### src/rtl/rspi_pkg.sv
package rspi_pkg;
  localparam int BYTE_W      = 8;
  localparam int ADDR_W      = 6;
  localparam int STROBE_BASE = 48;
  localparam int FIFO_ADDR   = 63;

  typedef enum logic [2:0] {
    MD_VOID, MD_CFG_WR, MD_CFG_RD, MD_FIFO_WR, MD_FIFO_RD, MD_STAT_RD
  } xferMode_t;

  typedef enum logic [1:0] {
    SRC_STATUS, SRC_CFG, SRC_STAT, SRC_FIFO
  } readSrc_t;

  typedef struct packed {
    logic              cfgWe;
    logic              cfgClear;
    logic [ADDR_W-1:0] addr;
    logic [BYTE_W-1:0] wrData;
    logic              misoLoad;
    logic [2:0]        misoIdx;
    readSrc_t          readSrc;
    logic              rwRead;
  } dpCmd_t;

  function automatic logic [BYTE_W-1:0] cfgDefault(input int idx);
    return BYTE_W'(idx * 29) ^ 8'h5A;
  endfunction
endpackage

### src/rtl/rspi_ctrl.sv
module rspi_ctrl
  import rspi_pkg::*;
#(
  parameter int NUM_CFG    = 47,
  parameter int NUM_STROBE = 14
) (
  input  logic                  clk,
  input  logic                  rstN,
  input  logic                  spiSclk,
  input  logic                  spiCsN,
  input  logic                  spiMosi,
  output dpCmd_t                cmd,
  output logic [NUM_STROBE-1:0] strobePulse,
  output logic                  fifoPush,
  output logic [BYTE_W-1:0]     fifoPushData,
  output logic                  fifoPop
);
  localparam logic [ADDR_W-1:0] CFG_HI = ADDR_W'(NUM_CFG - 1);
  localparam logic [ADDR_W-1:0] STB_LO = ADDR_W'(STROBE_BASE);
  localparam logic [ADDR_W-1:0] STB_HI = ADDR_W'(STROBE_BASE + NUM_STROBE - 1);
  localparam logic [ADDR_W-1:0] FIFO_A = ADDR_W'(FIFO_ADDR);

  logic sclkPrev, csPrev, inHeader, rwBit, burst;
  logic [BYTE_W-2:0] shiftIn;
  logic [2:0] bitCnt;
  logic [ADDR_W-1:0] addrCnt;
  xferMode_t mode, hdrMode;

  logic selected, sclkRise, sclkFall, csFall, byteDone, dataDone;
  logic [BYTE_W-1:0] byteIn;
  logic hdrRw, hdrBurst, hdrInRange, hdrStrobe;
  logic [ADDR_W-1:0] hdrAddr;
  logic [NUM_STROBE-1:0] strobeNext;

  assign selected   = ~spiCsN;
  assign sclkRise   = selected & spiSclk & ~sclkPrev;
  assign sclkFall   = selected & ~spiSclk & sclkPrev;
  assign csFall     = selected & csPrev;
  assign byteIn     = {shiftIn, spiMosi};
  assign byteDone   = sclkRise & (bitCnt == 3'd7);
  assign dataDone   = byteDone & ~inHeader;
  assign hdrRw      = byteIn[7];
  assign hdrBurst   = byteIn[6];
  assign hdrAddr    = byteIn[ADDR_W-1:0];
  assign hdrInRange = (hdrAddr >= STB_LO) && (hdrAddr <= STB_HI);
  assign hdrStrobe  = byteDone & inHeader & ~hdrBurst & hdrInRange;

  for (genvar i = 0; i < NUM_STROBE; i++) begin : gStrobe
    assign strobeNext[i] = hdrStrobe && (hdrAddr == ADDR_W'(STROBE_BASE + i));
  end

  always_comb begin
    if (hdrAddr <= CFG_HI)                hdrMode = hdrRw ? MD_CFG_RD : MD_CFG_WR;
    else if (hdrAddr == FIFO_A)           hdrMode = hdrRw ? MD_FIFO_RD : MD_FIFO_WR;
    else if (hdrInRange && hdrBurst && hdrRw) hdrMode = MD_STAT_RD;
    else                                  hdrMode = MD_VOID;
  end

  always_comb begin
    cmd          = '0;
    cmd.cfgWe    = dataDone && (mode == MD_CFG_WR) && (addrCnt <= CFG_HI);
    cmd.cfgClear = hdrStrobe && (hdrAddr == STB_LO);
    cmd.addr     = addrCnt;
    cmd.wrData   = byteIn;
    cmd.misoLoad = csFall | sclkFall;
    cmd.misoIdx  = 3'd7 - bitCnt;
    cmd.rwRead   = rwBit;
    cmd.readSrc  = SRC_STATUS;
    if (!inHeader) begin
      case (mode)
        MD_CFG_RD:  cmd.readSrc = SRC_CFG;
        MD_STAT_RD: cmd.readSrc = SRC_STAT;
        MD_FIFO_RD: cmd.readSrc = SRC_FIFO;
        default:    cmd.readSrc = SRC_STATUS;
      endcase
    end
  end

  always_ff @(posedge clk or negedge rstN) begin
    if (!rstN) begin
      sclkPrev     <= 1'b0;
      csPrev       <= 1'b1;
      inHeader     <= 1'b1;
      rwBit        <= 1'b0;
      burst        <= 1'b0;
      shiftIn      <= '0;
      bitCnt       <= '0;
      addrCnt      <= '0;
      mode         <= MD_VOID;
      strobePulse  <= '0;
      fifoPush     <= 1'b0;
      fifoPop      <= 1'b0;
      fifoPushData <= '0;
    end else begin
      sclkPrev    <= spiSclk;
      csPrev      <= spiCsN;
      strobePulse <= strobeNext;
      fifoPush    <= dataDone && (mode == MD_FIFO_WR);
      fifoPop     <= dataDone && (mode == MD_FIFO_RD);
      if (dataDone && (mode == MD_FIFO_WR)) fifoPushData <= byteIn;
      if (spiCsN) begin
        bitCnt   <= '0;
        inHeader <= 1'b1;
        mode     <= MD_VOID;
      end else if (sclkRise) begin
        shiftIn <= byteIn[BYTE_W-2:0];
        bitCnt  <= bitCnt + 3'd1;
        if (inHeader && (bitCnt == 3'd0)) rwBit <= spiMosi;
        if (byteDone) begin
          if (inHeader) begin
            inHeader <= 1'b0;
            burst    <= hdrBurst;
            addrCnt  <= hdrAddr;
            mode     <= hdrMode;
          end else if (!burst || (mode == MD_STAT_RD)) begin
            mode <= MD_VOID;
          end else if (((mode == MD_CFG_WR) || (mode == MD_CFG_RD)) && (addrCnt <= CFG_HI)) begin
            addrCnt <= addrCnt + ADDR_W'(1);
          end
        end
      end
    end
  end
endmodule

### src/rtl/rspi_datapath.sv
module rspi_datapath
  import rspi_pkg::*;
#(
  parameter int NUM_CFG    = 47,
  parameter int NUM_STROBE = 14
) (
  input  logic                         clk,
  input  logic                         rstN,
  input  dpCmd_t                       cmd,
  input  logic                         chipRdyN,
  input  logic [2:0]                   radioState,
  input  logic [3:0]                   rxCount,
  input  logic [3:0]                   txFree,
  input  logic [BYTE_W*NUM_STROBE-1:0] statusIn,
  input  logic [BYTE_W-1:0]            fifoPopData,
  output logic                         spiMiso,
  output logic [BYTE_W*NUM_CFG-1:0]    cfgFlat
);
  logic [BYTE_W-1:0] cfgMem [NUM_CFG];
  logic [BYTE_W-1:0] statusByte, cfgRead, statRead, outByte;
  logic misoBit;

  assign statusByte = {chipRdyN, radioState, cmd.rwRead ? rxCount : txFree};

  always_comb begin
    cfgRead = '0;
    for (int i = 0; i < NUM_CFG; i++)
      if (cmd.addr == ADDR_W'(i)) cfgRead = cfgMem[i];
  end

  always_comb begin
    statRead = '0;
    for (int i = 0; i < NUM_STROBE; i++)
      if (cmd.addr == ADDR_W'(STROBE_BASE + i)) statRead = statusIn[i*BYTE_W +: BYTE_W];
  end

  always_comb begin
    case (cmd.readSrc)
      SRC_CFG:  outByte = cfgRead;
      SRC_STAT: outByte = statRead;
      SRC_FIFO: outByte = fifoPopData;
      default:  outByte = statusByte;
    endcase
  end

  always_ff @(posedge clk or negedge rstN) begin
    if (!rstN) begin
      for (int i = 0; i < NUM_CFG; i++) cfgMem[i] <= cfgDefault(i);
    end else if (cmd.cfgClear) begin
      for (int i = 0; i < NUM_CFG; i++) cfgMem[i] <= cfgDefault(i);
    end else if (cmd.cfgWe) begin
      for (int i = 0; i < NUM_CFG; i++)
        if (cmd.addr == ADDR_W'(i)) cfgMem[i] <= cmd.wrData;
    end
  end

  always_ff @(posedge clk or negedge rstN) begin
    if (!rstN)             misoBit <= 1'b0;
    else if (cmd.misoLoad) misoBit <= outByte[cmd.misoIdx];
  end

  assign spiMiso = misoBit;

  for (genvar i = 0; i < NUM_CFG; i++) begin : gFlat
    assign cfgFlat[i*BYTE_W +: BYTE_W] = cfgMem[i];
  end
endmodule

### src/rtl/radio_spi_slave.sv
module radio_spi_slave
  import rspi_pkg::*;
#(
  parameter int NUM_CFG    = 47,
  parameter int NUM_STROBE = 14
) (
  input  logic                         clk,
  input  logic                         rstN,
  input  logic                         spiSclk,
  input  logic                         spiCsN,
  input  logic                         spiMosi,
  output logic                         spiMiso,
  input  logic                         chipRdyN,
  input  logic [2:0]                   radioState,
  input  logic [3:0]                   rxCount,
  input  logic [3:0]                   txFree,
  input  logic [BYTE_W*NUM_STROBE-1:0] statusIn,
  input  logic [BYTE_W-1:0]            fifoPopData,
  output logic                         fifoPush,
  output logic [BYTE_W-1:0]            fifoPushData,
  output logic                         fifoPop,
  output logic [NUM_STROBE-1:0]        strobePulse,
  output logic [BYTE_W*NUM_CFG-1:0]    cfgFlat
);
  dpCmd_t cmd;

  rspi_ctrl #(.NUM_CFG(NUM_CFG), .NUM_STROBE(NUM_STROBE)) u_ctrl (
    .clk(clk), .rstN(rstN), .spiSclk(spiSclk), .spiCsN(spiCsN), .spiMosi(spiMosi),
    .cmd(cmd), .strobePulse(strobePulse), .fifoPush(fifoPush),
    .fifoPushData(fifoPushData), .fifoPop(fifoPop)
  );

  rspi_datapath #(.NUM_CFG(NUM_CFG), .NUM_STROBE(NUM_STROBE)) u_dp (
    .clk(clk), .rstN(rstN), .cmd(cmd), .chipRdyN(chipRdyN), .radioState(radioState),
    .rxCount(rxCount), .txFree(txFree), .statusIn(statusIn), .fifoPopData(fifoPopData),
    .spiMiso(spiMiso), .cfgFlat(cfgFlat)
  );
endmodule

### config.mk
export PLATFORM = sky130hd
export DESIGN_NAME = radio_spi_slave
export DESIGN_NICKNAME = d
export VERILOG_FILES = /design/src/rtl/rspi_pkg.sv /design/src/rtl/rspi_ctrl.sv /design/src/rtl/rspi_datapath.sv /design/src/rtl/radio_spi_slave.sv
export SDC_FILE = /design/constraint.sdc
export NUM_CORES = 1
export LEC_CHECK = 0
export BUFFER_PORTS_ARGS = -buffer_cell sky130_fd_sc_hd__buf_2
export CORE_AREA = 4 4 208 210
export CTS_BUF_LIST = sky130_fd_sc_hd__clkbuf_4 sky130_fd_sc_hd__clkbuf_8
export CTS_CLUSTER_DIAMETER = 30
export DETAILED_ROUTE_END_ITERATION = 10
export DIE_AREA = 0 0 212 214
export PLACE_DENSITY = 0.83
export SYNTH_ARGS = -nofsm -noshare
export SYNTH_HDL_FRONTEND = slang
export SYNTH_SLANG_ARGS = --single-unit
### constraint.sdc
create_clock -name clk -period 8.3 [get_ports clk]
set_clock_uncertainty 0.15 [all_clocks]
set_input_delay 1.245 -clock clk [delete_from_list [all_inputs] [get_ports clk]]
set_output_delay 1.245 -clock clk [all_outputs]
set_load 0.02 [all_outputs]
; ---- Word level (Yosys, flattened, before mapping)
; Index checks and enable logic that the tools add are counted.
[classes]
addsub = 3
n_bitwise = 16
reduce_logical = 133
eq_ne = 85
muxes = 134
order_cmp = 5
[ops]
columns = op, n
row1 = $mux W8, 108
row2 = $mux W376, 2
row3 = $eq A6 B6 Y1 const B, 44
row4 = $reduce_bool A2 Y1, 51
row5 = $reduce_and A2 Y1, 49
row6 = $eq A6 B5 Y1 const B, 16
row7 = $eq A6 B4 Y1 const B, 8
row8 = $mux W3, 11
row9 = $eq A6 B3 Y1 const B, 4
row10 = $pmux W8 S3, 1
row11 = $logic_and A1 B1 Y1, 23
row12 = $le A6 B6 Y1 const B, 3
row13 = $mux W6, 3
row14 = $eq A6 B2 Y1 const B, 2
row15 = $and A1 B1 Y1, 10
row16 = $eq A3 B3 Y1 const B, 3
row17 = $add A6 B1 Y6 const B, 1
row18 = $eq A3 B2 Y1 const B, 2
row19 = $eq A6 B1 Y1 const B, 1
row20 = $ge A6 B6 Y1 const B, 1
row21 = $logic_not A6 Y1, 1
row22 = $pmux W2 S3, 1
row23 = $reduce_and A3 Y1, 2
row24 = $not A1 Y1, 5
row25 = 18 further kinds, 24
[totals]
ff_bits = 425
output_inout_bits = 401

; ---- Longest topological paths before layout
[depth]
ltp_word = 51
mapped_depth = 14
mapped_depth_nobuf = 11

; ---- By module
; A second synthesis with hierarchy kept.
[hier_totals]
cells_unflattened = 2662
hier_area_um2 = 23626.4
[modules_own_cells]
columns = module, area_per_inst_um2, instances, cells_per_inst
row1 = rspi_datapath, 21366.7, 1, 2457
row2 = rspi_ctrl, 2259.7, 1, 205

; ---- Worst setup path before layout
; No wires, ideal clock.
[synth_timing]
path_kind = in2reg
start = in spiSclk
end = reg u_dp.cfgMem, in the netlist u_dp.cfgFlat[174]
cell_stages = 12
arrival_time_ns = 3.394
required_time_ns = 8.025
setup_time_ns = 0.125
setup_slack_ns = 4.631
path_cell_list = nor2b_1 > nor2b_1 > buf_4 > and2_2 > nand2_1 > nor3_2 > nand3_1 > or3_1 > buf_2 > buf_2 > nand2_1 > mux2_2
[synth_via]
elab_chain_len = 9
elab_cells_between_ends = 14
classes_between = mux (1) / bitwise (7) / reduce/logical (6)
[synth_rtl]
columns = item, line_no
row1 = from (decl), radio_spi_slave.sv:9  ; input logic spiSclk,
row2 = $and A1 B1 Y1 * (2 in a row), rspi_ctrl.sv:36  ; assign sclkRise = selected & spiSclk & ~sclkPrev;
row3 = $and A1 B1 Y1 *, rspi_ctrl.sv:40  ; assign byteDone = sclkRise & (bitCnt == 3'd7);
row4 = $and A1 B1 Y1 (3 in a row), rspi_ctrl.sv:46  ; assign hdrStrobe = byteDone & inHeader & ~hdrBurst & hdrInRange;
row5 = $logic_and A1 B1 Y1, rspi_ctrl.sv:62  ; cmd.cfgClear = hdrStrobe && (hdrAddr == STB_LO);
row6 = $reduce_bool A2 Y1 (no source line), -
row7 = $reduce_and A2 Y1 (no source line), -
row8 = "to (signal, indexed assignment)", rspi_datapath.sv:53  ; if (cmd.addr == ADDR_W'(i)) cfgMem[i] <= cmd.wrData;
row9 = to (decl), rspi_datapath.sv:19  ; logic [BYTE_W-1:0] cfgMem [NUM_CFG];
; Every way passes the cells marked *; elsewhere a longest branch is shown, timed or not.
; A chain may end at the register's enable or synchronous reset.

; ---- Final worst setup path
[layout_timing]
start = in spiSclk
end = reg u_dp.cfgMem, in the netlist u_dp.cfgFlat[68]
; The elaborated chain is that of the path after synthesis.

==> results.json <==
{
  "outcome": "completed",
  "placed_area_sq_um": 26200,
  "hold_violations": 0,
  "slew-limit-headroom_pct": 15.9,
  "power.leakage_uw": 0.0138,
  "path_common_cell": "nor2b_1",
  "clk_pin_slew_ps": 50,
  "antenna_found_initial": 12,
  "cp-end-kind": "register",
  "finalNonFillerCells": 3703,
  "fmax_mhz": 179,
  "die_w_microns": 212,
  "worstSetupStartpointType": "primary input",
  "vdd_drop_max_v": 0.000191,
  "drt_wl_total_mm": 116,
  "root_buffer": "clkbuf_8",
  "ys_ff_latch": 425,
  "crit_type": "in2reg",
  "syn2layout_area_growth_pct": 21.1,
  "gp_congestion": 1.01,
  "post_cts_buffers": 0,
  "syn_avg_cell_area_sq_um": 8.90,
  "fin_nets": 3227,
  "ant_nets": 0,
  "cts_tree": "yes",
  "synth_top_area_cell": "dfrtp_1",
  "multi_input_comb_area_sq_um": 11500,
  "yosysSeqAreaShare_pct": 46.3,
  "rsz0062_at_grt": "false",
  "drv_slew": 0,
  "grt_pass1_vias": 25100,
  "synth_edf_count": 0,
  "cp_max_fo": 58,
  "power.density_nw_per_um2": 189,
  "synth_area_sq_um": 23500,
  "ys_warn_count": 0,
  "cap_viol_max_count": 0,
  "clk_latency_ps": 680,
  "cts_htree_levels": 3,
  "synth_top_cell_area_share_pct": 25.2,
  "synth_ff_type": "dfrtp_1",
  "routed_wire_length_per_instance_microns": 31.2,
  "grt_pass1_wl_mm": 168,
  "numClockSinks": 425,
  "cts_resized": 0,
  "num_io_pins": 538,
  "placedCellCount": 3532,
  "seq_area_sq_um": 10900,
  "overflow": 0,
  "start_util_pct": 56.5,
  "worst_path_largest_cell_delay_ps": 890,
  "drc": 0,
  "tightest_slew_ps": 1240,
  "cp_slowest_cell": "nor2b_1",
  "design_area_sq_um": 28400,
  "cts_buffer_depth": 3,
  "dr.pass1.iters": 7,
  "path_cells": "buf_2, nor2b_1, nor2b_1, and2_2, nand2_1, nor3_2, nand3_1, or3_4, clkinv_2, buf_4, nor2_1, a21oi_1",
  "hp-class": "reg2reg",
  "setup_viol": 0,
  "die_y_microns": 214,
  "fill_cells": 3373,
  "core_sq_um": 41600,
  "vias": 26600,
  "vias_per_cell": 7.18,
  "cts_hold_buf": 0,
  "yosysUniqueCellTypes": 93,
  "synth_cells": 2639,
  "grt_max_degree": 157,
  "synthTopCellsByArea": "dfrtp_1, dfstp_2, nand2_1",
  "worst_ep_arrival_time_ps": 6040,
  "cts-buffers-inserted": 88,
  "hpwl_mm": 82.8,
  "drt_iter0_drc": 4301,
  "grt_usage_pct": 48.6,
  "synth-async-reset-ratio_pct": 100,
  "dieArea_sq_um": 45400,
  "synthesis.nets": 2783,
  "required_ps": 8740,
  "drive_gt1_share_pct": 33.1,
  "fin_crit_sh_pct": 67.4,
  "final.min_clock_period_ps": 5600,
  "portBuffers": 537,
  "timing.setup.tns_ps": 0,
  "rows": 75
}
## path summary, 6_finish.rpt
kind | from | endpoint | slack, ps | depth (start not counted)
min | u_ctrl.fifoPushData[3] | u_ctrl.fifoPushData[3] | 330 | 2
max | spiSclk | u_dp.cfgFlat[68] | 2700 | 12
max reg2reg | u_ctrl.sclkPrev | u_dp.cfgFlat[68] | 3100 | 11
min in group asynchronous | rstN | u_ctrl.strobePulse[2] | 440 | 1
min reg2reg | u_ctrl.fifoPushData[3] | u_ctrl.fifoPushData[3] | 330 | 2
max in group asynchronous | rstN | u_dp.cfgFlat[231] | 6010 | 2
## through the flow
stage               hold WS, ps  total power, uW  worst slack [ps]  utilization (%)
floorplan                   354             2320              4630                -
global placement            308             2590              2370             63.0
detailed placement          316             2600              2220             63.0
CTS                         328             5310              2890             68.4
global route                353             5460              2440             68.4
finish                      327             5370              2700             68.4
## cells by family after synthesis
family / synth area share (%)
compound gates: 21.4
xor+xnor: 0.0746
fa+ha+maj: 0.373
buf+inv: 4.83
flops: 46.3
mux: 5.46
simple gates: 21.5
## cell usage in the layout, fill, tap and decap left out, drive strengths merged, types with 20 or more instances in the layout
master / instances
dfrtp: 236
or3: 22
nor3: 56
mux2: 64
nor4: 23
nand3: 193
inv: 22
nand2: 406
buf: 583
a221oi: 54
o22ai: 35
and3: 28
a211o: 22
nor2: 254
a31oi: 24
dfstp: 189
a21oi: 139
o211ai: 131
mux2i: 56
o21ai: 187
clkbuf: 121
a22oi: 20
## synthesized netlist by cell type (all sizes together) (23+ instances only)
library cell / instances
and3: 28
nor2: 254
nor4: 23
o21ai: 187
a221oi: 54
o211ai: 131
nor3: 56
buf: 102
mux2: 64
a21oi: 139
nand2: 406
dfrtp: 236
a31oi: 24
mux2i: 56
dfstp: 189
nand3: 193
o22ai: 35
clkbuf: 127
## layout make-up
type                            instances  share of cell area, %
Tap cell                              539                   2.37
Sequential cell                       425                   38.2
Multi-Input combinational cell       1962                   40.4
Clock inverter                         43                   2.45
Inverter                               23                  0.308
Clock buffer                          121                   5.39
Antenna cell                            7                 0.0616
Timing Repair Buffer                  583                   10.8
## where the power goes
group	total [uW]	internal [uW]	switching, uW
Clock	2760	1740	1020
Sequential	2150	2090	61.5
Combinational	453	76.6	376
Total	5370	3910	1450
## routing by layer
layer | global-route usage (%) | part of all wire, % | vias to the layer above
met1 | 62.9 | 35 | 12700
met5 | 0 | 0.055 | -
met4 | 29.0 | 7.7 | 10
met3 | 13.9 | 14 | 644
met2 | 72.6 | 43 | 2525
li1 | - | - | 10600
## registers in the layout (all words and copies together) (netlist names)
| name | cells |
|---|---|
| u_ctrl.inHeader | 1 |
| u_ctrl.mode | 3 |
| u_dp.spiMiso | 1 |
| u_ctrl.fifoPushData | 8 |
| u_dp.cfgFlat | 376 |
| u_ctrl.shiftIn | 7 |
| u_ctrl.fifoPop | 1 |
| u_ctrl.sclkPrev | 1 |
| u_ctrl.rwBit | 1 |
| u_ctrl.bitCnt | 3 |
| u_ctrl.strobePulse | 14 |
| u_ctrl.addrCnt | 6 |
| u_ctrl.fifoPush | 1 |
| u_ctrl.burst | 1 |
| u_ctrl.csPrev | 1 |
## worst max-delay path, delay by kind of cell
| family | cells | cell delay (ps) |
|---|---|---|
| and+or+nand+nor | 8 | 2920 |
| buffers and inverters | 3 | 1550 |
| AOI/OAI and AO/OA | 1 | 180 |
(Power assumes the default switching activity.)
